<file path="src/rtl/i2cw_pkg.sv">
package i2cw_pkg;
   // One-cycle bus events decoded from the synchronized line levels.
   typedef struct packed {
      logic start;
      logic stop;
      logic rise;
      logic fall;
   } bus_evt_t;
endpackage

</file>
<file path="src/rtl/i2cw_sync.sv">
module i2cw_sync #(
   parameter int W      = 2,
   parameter int STAGES = 2
) (
   input  logic         clk,
   input  logic         rst_n,
   input  logic [W-1:0] d,
   output logic [W-1:0] q
);
   logic [STAGES-1:0][W-1:0] stg;

   // Idle bus lines are high, so the chain resets to ones.
   always_ff @(posedge clk or negedge rst_n) begin
      if (!rst_n) stg <= '1;
      else        stg <= {stg[STAGES-2:0], d};
   end

   assign q = stg[STAGES-1];
endmodule

</file>
<file path="src/rtl/i2cw_cond.sv">
module i2cw_cond
   import i2cw_pkg::*;
(
   input  logic     clk,
   input  logic     rst_n,
   input  logic     scl,
   input  logic     sda,
   output bus_evt_t evt
);
   logic scl_q, sda_q;

   always_ff @(posedge clk or negedge rst_n) begin
      if (!rst_n) begin
         scl_q <= 1'b1;
         sda_q <= 1'b1;
      end else begin
         scl_q <= scl;
         sda_q <= sda;
      end
   end

   always_comb begin
      evt.start = scl & scl_q & sda_q & ~sda;
      evt.stop  = scl & scl_q & ~sda_q & sda;
      evt.rise  = ~scl_q & scl;
      evt.fall  = scl_q & ~scl;
   end
endmodule

</file>
<file path="src/rtl/i2cw_engine.sv">
module i2cw_engine
   import i2cw_pkg::*;
#(
   parameter int ADDR_W = 7,
   parameter int DATA_W = 8
) (
   input  logic              clk,
   input  logic              rst_n,
   input  bus_evt_t          evt,
   input  logic              sda_lvl,
   input  logic [ADDR_W-1:0] own_addr,
   input  logic              wr_en,
   input  logic [DATA_W-1:0] wr_data,
   input  logic              rel,
   input  logic              wait9,
   input  logic              ack_en,
   output logic              scl_low,
   output logic              sda_low,
   output logic [DATA_W-1:0] rd_data,
   output logic              irq,
   output logic              start_seen,
   output logic              stop_seen,
   output logic              ack_seen,
   output logic              tx_mode
);
   localparam int CNT_W = $clog2(DATA_W + 2);
   localparam logic [CNT_W-1:0] LAST  = CNT_W'(DATA_W);
   localparam logic [CNT_W-1:0] LAST1 = CNT_W'(DATA_W + 1);

   logic              active;   // addressed, taking part in transfer
   logic              ign;      // NACK seen: silent until start/stop
   logic              is_addr;  // current byte is the address byte
   logic              ack_ph;   // between 8th and 9th falling edge
   logic              txv;      // transmit byte loaded
   logic              hold;
   logic [CNT_W-1:0]  bitn;     // rising edges seen in this byte
   logic [DATA_W-1:0] shreg;

   logic addr_hit, releasing, live;
   assign addr_hit  = (shreg[DATA_W-1 -: ADDR_W] == own_addr);
   assign releasing = hold & (wr_en | rel);
   assign live      = active & ~ign;

   always_ff @(posedge clk or negedge rst_n) begin
      if (!rst_n) begin
         active <= 1'b0; ign <= 1'b0; is_addr <= 1'b0; ack_ph <= 1'b0;
         txv <= 1'b0; hold <= 1'b0; bitn <= '0; shreg <= '0;
         rd_data <= '0; irq <= 1'b0; start_seen <= 1'b0; stop_seen <= 1'b0;
         ack_seen <= 1'b0; tx_mode <= 1'b0;
      end else begin
         irq <= 1'b0;
         if (evt.start) begin
            active <= 1'b1; ign <= 1'b0; is_addr <= 1'b1; ack_ph <= 1'b0;
            txv <= 1'b0; hold <= 1'b0; bitn <= '0; tx_mode <= 1'b0;
            ack_seen <= 1'b0; start_seen <= 1'b1; stop_seen <= 1'b0;
         end else if (evt.stop) begin
            active <= 1'b0; ign <= 1'b0; is_addr <= 1'b0; ack_ph <= 1'b0;
            txv <= 1'b0; hold <= 1'b0; bitn <= '0; tx_mode <= 1'b0;
            stop_seen <= 1'b1; start_seen <= 1'b0; irq <= 1'b1;
         end else begin
            // Hold release: a write loads the shifter when transmitting,
            // the strobe alone abandons transmit mode.
            if (releasing) begin
               hold <= 1'b0;
               if (tx_mode) begin
                  if (wr_en) begin
                     shreg <= wr_data;
                     txv   <= 1'b1;
                  end else begin
                     tx_mode <= 1'b0;
                     txv     <= 1'b0;
                  end
               end
            end
            if (live && evt.rise) begin
               if (bitn < LAST) begin
                  if (!tx_mode) shreg <= {shreg[DATA_W-2:0], sda_lvl};
                  bitn <= bitn + 1'b1;
               end else if (bitn == LAST) begin
                  if (tx_mode && !is_addr) begin
                     ack_seen <= ~sda_lvl;
                     ign      <= sda_lvl;
                  end
                  bitn <= bitn + 1'b1;
               end
            end
            if (live && evt.fall) begin
               if (bitn == LAST) begin
                  ack_ph <= 1'b1;
                  txv    <= 1'b0;
                  if (is_addr) begin
                     if (addr_hit) begin
                        rd_data <= shreg;
                        tx_mode <= shreg[0];
                     end else begin
                        active <= 1'b0;
                     end
                  end else if (!tx_mode) begin
                     rd_data <= shreg;
                     if (!wait9) begin
                        hold <= 1'b1;
                        irq  <= 1'b1;
                     end
                  end
               end else if (bitn == LAST1) begin
                  ack_ph  <= 1'b0;
                  bitn    <= '0;
                  is_addr <= 1'b0;
                  if (is_addr || tx_mode || wait9) begin
                     hold <= 1'b1;
                     irq  <= 1'b1;
                  end
               end else if (tx_mode && bitn != '0) begin
                  shreg <= {shreg[DATA_W-2:0], 1'b0};
               end
            end
         end
      end
   end

   assign scl_low = hold;
   assign sda_low = live & ((ack_ph & (is_addr | (~tx_mode & ack_en))) |
                            (tx_mode & txv & ~ack_ph & ~shreg[DATA_W-1]));
endmodule

</file>
<file path="src/rtl/i2c_wait_target.sv">
module i2c_wait_target
   import i2cw_pkg::*;
#(
   parameter int ADDR_W      = 7,
   parameter int DATA_W      = 8,
   parameter int SYNC_STAGES = 2
) (
   input  logic              clk,
   input  logic              rst_n,
   input  logic              scl_i,
   input  logic              sda_i,
   output logic              scl_drive_low,
   output logic              sda_drive_low,
   input  logic [ADDR_W-1:0] own_addr,
   input  logic              wr_data_en,
   input  logic [DATA_W-1:0] wr_data,
   input  logic              rel_strobe,
   input  logic              cfg_wait9,
   input  logic              cfg_ack_en,
   output logic [DATA_W-1:0] rd_data,
   output logic              irq,
   output logic              start_seen,
   output logic              stop_seen,
   output logic              ack_seen,
   output logic              tx_mode
);
   // Elaboration-time parameter checks.
   if (DATA_W != ADDR_W + 1) begin : g_bad_width
      $error("DATA_W must equal ADDR_W + 1 (address plus direction bit)");
   end
   if (SYNC_STAGES < 2) begin : g_bad_sync
      $error("SYNC_STAGES must be at least 2");
   end

   logic [1:0] lines_s;
   bus_evt_t   evt;

   i2cw_sync #(.W(2), .STAGES(SYNC_STAGES)) u_sync (
      .clk(clk), .rst_n(rst_n), .d({scl_i, sda_i}), .q(lines_s)
   );

   i2cw_cond u_cond (
      .clk(clk), .rst_n(rst_n), .scl(lines_s[1]), .sda(lines_s[0]), .evt(evt)
   );

   i2cw_engine #(.ADDR_W(ADDR_W), .DATA_W(DATA_W)) u_eng (
      .clk(clk), .rst_n(rst_n), .evt(evt), .sda_lvl(lines_s[0]),
      .own_addr(own_addr), .wr_en(wr_data_en), .wr_data(wr_data),
      .rel(rel_strobe), .wait9(cfg_wait9), .ack_en(cfg_ack_en),
      .scl_low(scl_drive_low), .sda_low(sda_drive_low), .rd_data(rd_data),
      .irq(irq), .start_seen(start_seen), .stop_seen(stop_seen),
      .ack_seen(ack_seen), .tx_mode(tx_mode)
   );
endmodule

</file>
<file path="config.mk">
export PLATFORM = sky130hd
export DESIGN_NAME = i2c_wait_target
export DESIGN_NICKNAME = d
export VERILOG_FILES = /design/src/rtl/i2cw_pkg.sv /design/src/rtl/i2cw_sync.sv /design/src/rtl/i2cw_cond.sv /design/src/rtl/i2cw_engine.sv /design/src/rtl/i2c_wait_target.sv
export SDC_FILE = /design/constraint.sdc
export NUM_CORES = 1
export LEC_CHECK = 0
export ABC_AREA = 0
export BUFFER_PORTS_ARGS = -buffer_cell sky130_fd_sc_hd__buf_2
export CORE_MARGIN = 8
export CORE_UTILIZATION = 45
export DETAILED_ROUTE_END_ITERATION = 6
export PLACE_DENSITY = 0.66
export REMOVE_ABC_BUFFERS = 1
export SYNTH_ARGS = -nofsm -noshare
export SYNTH_HDL_FRONTEND = slang
export SYNTH_SLANG_ARGS = --single-unit
</file>
<file path="constraint.sdc">
create_clock -name clk -period 2.45 [get_ports clk]
set_clock_uncertainty 0.1 [all_clocks]
set_input_delay 0.245 -clock clk [delete_from_list [all_inputs] [get_ports clk]]
set_output_delay 0.245 -clock clk [all_outputs]
set_load 0.005 [all_outputs]
</file>
; ---- After elaboration in Yosys (flattened, before gate mapping)
; Index checks and enable logic that the tools add are counted.
[word_totals]
reg_bits = 37
input_bits = 23
out_inout_bits = 15
wordCells = 170
[op_classes]
addsub = 1
order_cmp = 1
n_eq_ne = 10
muxes = 86
bitwise = 28
n_reduce_logical = 26
[ops]
columns = op, n
row1 = $mux 8, 13
row2 = $mux 1, 65
row3 = $mux 4, 8
row4 = $reduce_bool 3->1, 6
row5 = $and 1x1->1, 15
row6 = $not 1->1, 10
row7 = $ne 3x3->1 const B, 3
row8 = $eq 4x4->1 const B, 2
row9 = $reduce_and 4->1, 2
row10 = $reduce_bool 2->1, 4
row11 = $reduce_bool 4->1, 2
row12 = $eq 7x7->1, 1
row13 = $ne 2x2->1 const B, 3
row14 = $reduce_and 6->1, 1
row15 = $reduce_and 5->1, 1
row16 = $add 4x1->4 const B, 1
row17 = $logic_and 1x1->1, 4
row18 = $lt 4x4->1 const B, 1
row19 = $reduce_and 2->1, 2
row20 = $or 1x1->1, 3
row21 = $reduce_and 3->1, 1
row22 = $logic_or 1x1->1, 2
row23 = $ne 2x1->1 const B, 1
row24 = $logic_not 1->1, 1

; ---- Longest topological paths before layout
[logic_depth]
ltp_word = 10
ltp_mapped = 7
ltp_nobuf = 6

; ---- By module
; From an unflattened synthesis, not the netlist that was laid out.
[hier_totals]
hier_cells = 206
area_unflattened_um2 = 2035.7
[by_module_without_submodules]
columns = module, instances, cells_per_inst, area_each_um2, seq_area_each_um2
row1 = i2cw_engine, 1, 194, 1828.0, 775.7
row2 = i2cw_sync, 1, 6, 120.1, 105.1
row3 = i2cw_cond, 1, 6, 87.6, 52.6

; ---- Worst setup path before layout
; Ideal clock, no wire load.
[synth_path]
path_type = register to register
startpoint = register u_eng.bitn[0]
endpoint = register u_eng.rd_data[6]
setup_ns = 0.127
t_arrival_ns = 1.721
required_ns = 2.223
setup_slack_ns = 0.502
path_stages_with_launch = 8
n_path_buf = 1
period_less_slack_ns = 1.948
path_cell_list = dfrtp_1 > inv_1 > ha_1 > nand3b_1 > a211oi_4 > buf_4 > mux2i_1 > nand3_1
[synth_between]
elab_chain_cells = 2
[synth_lines]
columns = item, line
row1 = "start, declared", i2cw_engine.sv:36  ; logic [CNT_W-1:0] bitn;
row2 = "start signal, assigned", i2cw_engine.sv:78  ; bitn <= bitn + 1'b1;
row3 = "start signal, assigned", i2cw_engine.sv:84  ; bitn <= bitn + 1'b1;
row4 = $eq 4x4->1, i2cw_engine.sv:88  ; if (bitn == LAST) begin
row5 = $reduce_and 6->1 (no line), n/a
row6 = "end signal, assigned", i2cw_engine.sv:93  ; rd_data <= shreg;
row7 = "end signal, assigned", i2cw_engine.sv:99  ; rd_data <= shreg;
row8 = "end, declared", i2cw_engine.sv:19  ; output logic [DATA_W-1:0] rd_data,
; No other way between the ends.
; A chain may end at the register's enable or synchronous reset.

; ---- Worst setup path after layout
[layout_path]
startpoint = register u_eng.bitn[0]
endpoint = register u_eng.shreg[7]
[layout_between]
elab_chain_cells = 7
elab_cells_between_ends = 11
classes_between = order compare: 1 / eq/ne: 2 / mux: 6 / reduce/logical: 2
[layout_lines]
columns = item, line
row1 = $lt 4x4->1, i2cw_engine.sv:76  ; if (bitn < LAST) begin
row2 = $mux 8, i2cw_engine.sv:76
row3 = $mux 8, i2cw_engine.sv:75  ; if (live && evt.rise) begin
row4 = $mux 8, i2cw_engine.sv:113  ; end else if (tx_mode && bitn != '0) begin
row5 = $mux 8, i2cw_engine.sv:105  ; end else if (bitn == LAST1) begin
row6 = $mux 8, i2cw_engine.sv:88
row7 = $mux 8 (*), i2cw_engine.sv:87  ; if (live && evt.fall) begin
row8 = "end signal, assigned", i2cw_engine.sv:67  ; shreg <= wr_data;
row9 = "end signal, assigned", i2cw_engine.sv:77  ; if (!tx_mode) shreg <= {shreg[DATA_W-2:0], sda_lvl};
row10 = "end signal, assigned", i2cw_engine.sv:114  ; shreg <= {shreg[DATA_W-2:0], 1'b0};
row11 = "end, declared", i2cw_engine.sv:37  ; logic [DATA_W-1:0] shreg;
; Every way passes the cells marked *; elsewhere a longest branch is shown, timed or not.

==> flow_metrics.tcl <==
set metrics [dict create \
    wire_per_inst_um 15.85 \
    finish.utilization_pct 55.49 \
    crit_path_end "u_eng.shreg[7]" \
    worst_slack_ns 0.2405 \
    die_h_um 83.01 \
    ys_types 46 \
    htreeDepth 2 \
    synth_xor_area_share_pct 4.334 \
    post-place-ws_ns 0.2550 \
    layout_worst_path_cycle_share_pct 90.18 \
    final_common_cell "buf_2" \
    drtAntennaViolNets 0 \
    status "complete, no violations" \
    hold_class "in2reg" \
    clk_pin_slew_ns 0.08 \
    dp_cells 287 \
    synthToLayoutAreaGrowth_pct 19.57 \
    drc 0 \
    maxSlewHeadroom_pct 45.28 \
    fillers 400 \
    r2r_cells 6 \
    clockRootBuffer "clkbuf_8" \
    startpoint "u_eng.bitn[0]" \
    period_needed_ns 2.209 \
    antennaDiodeCount 0 \
    cts_tree "done" \
    yosys.area.top_type "dfrtp_1" \
    yosysWarnings 0 \
    slew_viol_final 0 \
    synth_edf_count 0 \
    stdcell_count 298 \
    whs_ns 0.08415 \
    vias 1663 \
    dr.pass1.iters 4 \
    fmax_ghz 0.4526 \
    p_per_area_nw_per_um2 786.8 \
    finalSetupTns_ns 0 \
    vias_per_cell 5.581 \
    synth_compound_area_share_pct 15.60 \
    synth_mux_area_share_pct 5.511 \
    drt_iter0_markers 132 \
    synthFlopType "dfrtp_1" \
    reg2reg_to "u_eng.shreg[7]" \
    ys_async_sr_fraction_pct 100.0 \
    syn_area_per_cell_um2 9.954 \
    antenna_found_initial 0 \
    p_leak_nw 1.031 \
    cts_made_buffers 5 \
    peakVddDrop_mv 0.3585 \
    start_util_pct 46.41 \
    grt_pass1_vias 1605 \
    synthTopCellsByArea "dfrtp_1 (38%), dfstp_2 (7.8%), mux2i_1 (5.0%)" \
    tightest_slew_ns 0.8207 \
    cp-end-kind "flip-flop" \
    grt_pass1_wl_um 7721 \
    reg2reg_slack_ns 0.24 \
    io-pin-count 38 \
    fin_nets 271 \
    yosysSeqAreaShare_pct 46.19 \
    yosys_register_bits 37 \
    syn_inst 203 \
    io_buffers 37 \
    finalWeightedCongestion 0.8308 \
    overflow 0 \
    min-delay-start "wr_data[4]" \
    setup.worst_path.start_class "flip-flop" \
    cts.sinks 37 \
    netlist_area_um2 2021 \
    drive_gt1_share_pct 25.61 \
    post-cts-setup-buffer-count 0 \
    dieArea_um2 6891 \
    grt_usage_pct 13.58 \
    clk_latency_ns 0.30 \
    drv_cap 0 \
    synth-simple-area-share_pct 20.37 \
    grt_max_degree 38 \
    required_ns 2.49 \
    path_max_fanout 7 \
    drt_wl_total_um 4723 \
    synth_top_family_by_area "simple AND/OR/NAND/NOR gates" \
    clock_path_buffers 2 \
    r2r-start "u_eng.bitn[0]" \
    critical_path_class "reg2reg" \
    coreArea_um2 4354 \
    final_cell_mix "buf_2 (37), dfrtp_1 (31), nor2_1 (23)" \
    rsz0062_at_grt "false" \
    finalSetupViolCount 0 \
    die_w_um 83.01 \
    synth_top_area_share_pct 38.39 \
    synth_adder_area_share_pct 1.858 \
    place_hpwl_um 3503 \
    finalHoldViolations 0 \
    arrival_ns 2.25 \
    fp-row-count 24 \
]
-- metrics by stage --
| step | power [mW] | cell area [um^2] |
|---|---|---|
| 3_3_place_gp | 1.265 | 2252 |
| 6_report | 1.901 | 2416 |
| 3_5_place_dp | 1.277 | 2252 |
| 5_1_grt | 2.013 | 2416 |
| 2_1_floorplan | 1.137 | 1979 |
| 4_1_cts | 1.908 | 2416 |
-- worst min-delay path by stage --
stage,cells after the start,endpoint,slack [ns]
after detailed placement,0,u_sync.q[0],0.25
after global placement,0,u_sync.q[0],0.25
after global routing,3,u_eng.shreg[4],0.08
final,3,u_eng.shreg[4],0.08
after floorplan,0,u_eng.ack_ph,-0.15
after CTS,3,u_eng.shreg[4],0.08
-- cell usage after synthesis (5+ instances only) --
library cell,number
nand2_1,5
xnor2_1,9
nor2_1,23
clkbuf_1,6
o211ai_1,9
dfstp_2,6
inv_1,22
a21oi_1,10
mux2i_1,10
nand4_1,8
a222oi_1,7
nand3_1,13
dfrtp_1,31
-- area by class of cell --
cell class | count | area (um^2) | share of cell area, %
Multi-Input combinational cell | 136 | 963.4 | 39.88
Clock inverter | 3 | 65.06 | 2.693
Sequential cell | 37 | 933.4 | 38.63
Tap cell | 52 | 65.06 | 2.693
Timing Repair Buffer | 43 | 237.7 | 9.839
Inverter | 22 | 82.58 | 3.418
Clock buffer | 5 | 68.82 | 2.848
-- state kept, by name, indices dropped and copies added (netlist names), 2 cells and up --
signal / flops
u_eng.rd_data: 8
u_sync.stg: 2
u_eng.bitn: 4
u_sync.q: 2
u_eng.shreg: 8
-- logic make-up after synthesis --
family,count (synthesis)
AO/OA/AOI/OAI,42
multiplexers,11
buffers and inverters,30
adder cells (fa/ha/maj),3
flip-flops,37
AND/OR/NAND/NOR,70
XOR/XNOR,10
-- layer usage --
layer  wire length (um)  vias to the layer above  GRT usage [%]
li1                   -                      824              -
met1               2183                      798          17.06
met2               2233                       36          21.29
met3                246                        5          4.297
met4                 59                        0          4.792
met5                  0                        -              0
-- what timing repair did --
action / 4_1_cts / 5_1_grt
setup endpoints to repair: 0 / 0
endpoints found under the hold margin: 33 / 0
hold buffers: 3 / 0
gates resized for setup: 0 / 0
-- critical path, stage by stage (launching register included) --
cell and delay (ns):
dfrtp_1 0.44, inv_1 0.08, ha_1 0.19, a21oi_1 0.05, o211ai_1 0.28, nor3b_1 0.71
a222oi_1 0.18
-- report_power, final --
part           switching (mW)  internal [mW]  total [mW]  leakage, nW
clock network           0.225          0.404       0.630       0.0681
logic                   0.274          0.206       0.481        0.553
registers              0.0927          0.698       0.791        0.410
No activity file was read; power rests on OpenSTA's default activity.
